File: src/rtl/wdog_window.sv
module wdog_window #(
  parameter int EXP_SHIFT = 0
) (
  input  logic        clk,
  input  logic        rst_n,
  input  logic        tick,
  input  logic        wr_en,
  input  logic [2:0]  reg_idx,
  input  logic [31:0] wdata,
  output logic [31:0] rdata,
  output logic        irq,
  output logic        rst_req
);

  localparam int MAXE = 31 - EXP_SHIFT;
  localparam int CW   = MAXE + 1;
  localparam logic [2:0] IDX_CTRL = 3'd0;
  localparam logic [2:0] IDX_CLR  = 3'd1;
  localparam logic [2:0] IDX_FLG  = 3'd2;
  localparam logic [2:0] IDX_EN   = 3'd3;
  localparam logic [2:0] IDX_LOCK = 3'd5;
  localparam logic [7:0] KEY_ARM  = 8'hA5;
  localparam logic [7:0] KEY_FIRE = 8'h5A;
  localparam logic [7:0] KEY_LOCK = 8'h24;
  localparam logic [7:0] KEY_OPEN = 8'h42;

  typedef enum logic [1:0] {ST_INT, ST_RST, ST_DONE} stage_t;

  function automatic logic [CW-1:0] span(input logic [3:0] code);
    span = '0;
    span[MAXE - int'(code)] = 1'b1;
  endfunction

  logic [3:0]    int_code, rst_code, wait_code;
  logic          tmr_on, clk_on, locked, armed;
  logic [2:0]    flg, en_q;
  logic [CW-1:0] cnt;
  stage_t        stage;

  logic wr_ctrl, wr_clr, wr_flg, wr_en_reg, wr_lock;
  logic run, run_nx, start, key_fire, restart, step;
  logic int_hit, rst_hit, early;
  logic [CW-1:0] cnt_nx;
  logic unused_bits;

  assign unused_bits = ^{wdata[31:16], wdata[11:10]};

  assign wr_ctrl   = wr_en && reg_idx == IDX_CTRL && !locked;
  assign wr_clr    = wr_en && reg_idx == IDX_CLR;
  assign wr_flg    = wr_en && reg_idx == IDX_FLG;
  assign wr_en_reg = wr_en && reg_idx == IDX_EN;
  assign wr_lock   = wr_en && reg_idx == IDX_LOCK;

  assign run      = tmr_on & clk_on;
  assign run_nx   = wr_ctrl ? (wdata[8] & wdata[9]) : run;
  assign start    = run_nx & ~run;
  assign key_fire = wr_clr && wdata[7:0] == KEY_FIRE && armed;
  assign restart  = start | key_fire;
  assign step     = run & tick & (stage != ST_DONE);
  assign cnt_nx   = cnt + 1'b1;

  assign int_hit = step && stage == ST_INT && cnt_nx >= span(int_code) && !restart;
  assign rst_hit = step && stage == ST_RST && cnt_nx >= span(rst_code) && !restart;
  assign early   = key_fire && run && stage == ST_INT && cnt < span(wait_code);

  always_ff @(posedge clk) begin
    if (!rst_n) begin
      int_code  <= '0;
      rst_code  <= '0;
      wait_code <= '0;
      tmr_on    <= 1'b0;
      clk_on    <= 1'b0;
    end else if (wr_ctrl) begin
      int_code  <= wdata[3:0];
      rst_code  <= wdata[7:4];
      tmr_on    <= wdata[8];
      clk_on    <= wdata[9];
      wait_code <= wdata[15:12];
    end
  end

  always_ff @(posedge clk) begin
    if (!rst_n) begin
      locked <= 1'b0;
      armed  <= 1'b0;
      en_q   <= '0;
    end else begin
      if (wr_lock && wdata[7:0] == KEY_LOCK) locked <= 1'b1;
      else if (wr_lock && wdata[7:0] == KEY_OPEN) locked <= 1'b0;
      if (wr_clr) armed <= (wdata[7:0] == KEY_ARM);
      if (wr_en_reg) en_q <= wdata[2:0];
    end
  end

  always_ff @(posedge clk) begin
    if (!rst_n) begin
      cnt   <= '0;
      stage <= ST_INT;
    end else if (restart) begin
      cnt   <= '0;
      stage <= ST_INT;
    end else if (int_hit) begin
      cnt   <= '0;
      stage <= ST_RST;
    end else if (rst_hit) begin
      stage <= ST_DONE;
    end else if (step) begin
      cnt   <= cnt_nx;
    end
  end

  always_ff @(posedge clk) begin
    if (!rst_n) begin
      flg     <= '0;
      rst_req <= 1'b0;
    end else begin
      flg[0]  <= (flg[0] & ~(wr_flg & wdata[0])) | int_hit;
      flg[1]  <= (flg[1] & ~(wr_flg & wdata[1])) | early;
      flg[2]  <= (flg[2] & ~(wr_flg & wdata[2])) | rst_hit;
      rst_req <= rst_hit & en_q[2];
    end
  end

  assign irq = |(flg & en_q);

  always_comb begin
    case (reg_idx)
      IDX_CTRL: rdata = {16'b0, wait_code, 2'b0, clk_on, tmr_on, rst_code, int_code};
      IDX_FLG:  rdata = {29'b0, flg};
      IDX_EN:   rdata = {29'b0, en_q};
      IDX_LOCK: rdata = {31'b0, locked};
      default:  rdata = '0;
    endcase
  end

  a_r4_pulse_one_cycle: assert property (@(posedge clk) disable iff (!rst_n)
    rst_req |=> !rst_req);

  a_r4_req_gated: assert property (@(posedge clk) disable iff (!rst_n)
    rst_req |-> $past(en_q[2]));

  a_r4_req_with_flag: assert property (@(posedge clk) disable iff (!rst_n)
    rst_req |-> flg[2]);

  a_r10_locked_ctrl_stable: assert property (@(posedge clk) disable iff (!rst_n)
    (wr_en && reg_idx == IDX_CTRL && locked) |=> $stable(rdata[15:0]) || reg_idx != IDX_CTRL);

  a_r3_timeout_on_tick: assert property (@(posedge clk) disable iff (!rst_n)
    $rose(flg[0]) |-> $past(tick));

  a_r2_halt_without_run: assert property (@(posedge clk) disable iff (!rst_n)
    (!run && !restart) |=> $stable(cnt));

endmodule

File: config.mk
export PLATFORM = sky130hd
export DESIGN_NAME = wdog_window
export DESIGN_NICKNAME = d
export VERILOG_FILES = /design/src/rtl/wdog_window.sv
export SDC_FILE = /design/constraint.sdc
export NUM_CORES = 1
export LEC_CHECK = 0
export CORE_MARGIN = 1.5
export CORE_UTILIZATION = 40
export DETAILED_ROUTE_END_ITERATION = 7
export DONT_BUFFER_PORTS = 1
export GPL_TIMING_DRIVEN = 1
export PLACE_DENSITY = 0.63
export SYNTH_ARGS = -nofsm -noshare
export SYNTH_HDL_FRONTEND = slang
export SYNTH_SLANG_ARGS = --single-unit
File: constraint.sdc
create_clock -name clk -period 14.3 [get_ports clk]
set_clock_uncertainty 0.1 [all_clocks]
set_input_delay 3.575 -clock clk [delete_from_list [all_inputs] [get_ports clk]]
set_output_delay 3.575 -clock clk [all_outputs]
set_load 0.05 [all_outputs]
==> results.cfg <==
[global_routing]
grt_overflow = 0
grt_max_degree = 49
track_usage_pct = 18.79
grt_pass1_vias = 4025
grt_pass1_wl_microns = 19320
antenna_found_initial = 0

[timing]
fin_crit_ps = 8772
tns_ps = 0
holdWs_ps = 393.4
final_max_slew_viol_count = 0
fmax_mhz = 114.0
hold_violations = 0
finalSetupViolCount = 0
worst_pin_slew_ps = 1210
slew_headroom_pct = 18.71
rsz0062_at_grt = no
fin_crit_sh_pct = 61.34

[logic_synthesis]
seq_area_frac_synth_pct = 23.89
synth_top_cell_by_area = dfxtp_1
ys_ff_latch = 57
yosysWarningCount = 0
synth_top_area_share_pct = 23.89
async_reset_ff_share_pct = 0
synth_cells = 609
synth_flop_cell = dfxtp_1
syn_area_per_cell_sq_um = 7.842
ys_types = 66
synth.cell_area_sq_mm = 0.004776
synth-edff-count = 0
synthTopCellsByArea = dfxtp_1, ha_1, nand2_1

[floorplan]
coreArea_sq_mm = 0.01152
pin_count = 73
die-area_sq_mm = 0.01260
initial_utilization_pct = 41.47
die_h_microns = 112.3
std_cell_rows = 39
die-width_microns = 112.3

[clock_tree]
path_clk_slew_ps = 50
htree_num_levels = 3
cts_tree = yes
cts_inserted_buffers = 9
postCtsHoldBufs = 0
cts_root_buffer = clkbuf_16
cts.path.max_buffers = 2
cts_sinks = 57
clk_latency_ps = 340
ctsResizeCount = 0
post_cts_buffers = 0

[power]
intPower_mw = 0.3101
fin_total_pwr_mw = 0.4114
p_leak_nw = 1.913
power.switching_mw = 0.1012
seqPwrFrac_pct = 39.3
power_frac_clock_pct = 54.7
powerDensity_mw_per_mm2 = 81.20
comb_power_share_pct = 5.9
peakVddDrop_v = 0.00003907
sw_frac_of_total_pct = 24.61

[critical_path]
reg2reg_depth = 18
max_stage_delay_ps = 950
cp.depth = 2
end_kind = output port
crit_path_max_fanout = 13
cp_data_arrival_time_ps = 5100
cp_cell_sequence = nor3_1 > and2_1
startpoint_type = input pin
cp.required_ps = 10620
critical_path_class = input pin to output port
r2r_setup_slack_ps = 8250
cp_slowest_cell = nor3_1
critPathTopFamily = simple AND/OR/NAND/NOR gates
path_buf_inv = 0

[placed_design]
dp_hpwl_microns = 8738
gp_congestion = 0.8947
portBuffers = 0

[routing]
firstDrtPassIters = 6
drt_iter0_drc = 303
routed-via-count = 4270
viasPerCell = 5.794
drc = 0
ant_nets = 0
wirelength_microns = 11390
wire_per_inst_microns = 15.45

[layout]
drive_gt1_share_pct = 7.071
diodes = 0
ff_latch_area_sq_mm = 0.001141
multiInputGateArea_sq_mm = 0.003367
final_common_cell = nand2_1
final_cell_mix = nand2_1, dfxtp_1, ha_1
area_growth_pct = 6.078
fill_cells = 1164
fin_nets = 674

[worst_hold_path]
hold-path-cell-count = 2
hold_class = flip-flop to flip-flop

[status]
status = complete, no violations

[job]
maxCapViolCount = 0
==> flip-flops by register name, summed over array words and instances (netlist names) <==
name / flops
rst_code: 4
tmr_on: 1
cnt: 32
flg: 3
rst_req: 1
locked: 1
int_code: 4
en_q: 3
wait_code: 4
armed: 1
clk_on: 1
stage: 2
==> worst min-delay path: stages, from the launching register on <==
cell      delay [ps]
dfxtp_1          320
nand2_1           60
a21boi_0          70
==> stage by stage <==
step / utilization (%) / setup slack [ps] / instance area, sq um / std cells
2_1_floorplan: - / 5503 / 4840 / 626
3_3_place_gp: 41.25 / 5611 / 4751 / 721
6_report: 43.99 / 5528 / 5066 / 737
4_1_cts: 43.99 / 5541 / 5066 / 737
3_5_place_dp: 41.25 / 5541 / 4751 / 721
5_1_grt: 43.99 / 5394 / 5066 / 737
==> routing by layer <==
metal	track usage, %	wire length (microns)	vias to the layer above
met4	6.751	164	0
met1	24.83	5535	2036
met3	3.294	345	14
met2	30.92	5342	72
met5	0	0	-
li1	-	-	2148
==> layout make-up <==
class / instances / area share (%)
multi-input cells: 505 / 66.46
flip-flops and latches: 57 / 22.52
clock buffers: 11 / 4.989
well taps: 143 / 3.532
clock inverters: 5 / 1.235
inverters: 15 / 1.111
repair buffers: 1 / 0.1482
==> cell usage after synthesis, drive strengths merged, types with 16 or more instances <==
master and number:
a21oi 43, o21ai 26, clkbuf 22, dfxtp 57, nor2 33, or3 18
ha 46, buf 27, nand4 20, nor2b 19, nand3 33, nand2 83
a21boi 16
==> path summary, 6_finish.rpt <==
kind | from | to
setup reg to reg | cnt[0]$_SDFFE_PP0P_ | cnt[23]$_SDFFE_PP0P_
hold / removal | flg[0]$_SDFF_PN0_ | flg[0]$_SDFF_PN0_
hold reg to reg | flg[0]$_SDFF_PN0_ | flg[0]$_SDFF_PN0_
setup / recovery | reg_idx[1] | rdata[6]
==> kinds of logic (layout without fill, tap and decap cells) <==
kind of cell | Yosys count | in the layout | synth area share, %
xor+xnor | 26 | 26 | 5.056
buf+inv | 64 | 32 | 6.942
fa+ha+maj | 46 | 46 | 12.05
compound gates | 134 | 134 | 18.26
mux | 8 | 8 | 1.755
simple gates | 273 | 273 | 31.96
flops | 57 | 57 | 23.89
other cells | 1 | 18 | 0.07852
==> power groups by stage <==
stage | Combinational, mW | Clock (mW) | Sequential [mW]
2_1_floorplan | 0.0288 | 0 | 0.164
3_3_place_gp | 0.0238 | 0 | 0.165
3_5_place_dp | 0.0242 | 0 | 0.165
4_1_cts | 0.0243 | 0.228 | 0.162
5_1_grt | 0.0264 | 0.236 | 0.162
6_report | 0.0243 | 0.225 | 0.162
(Power assumes the default switching activity.)
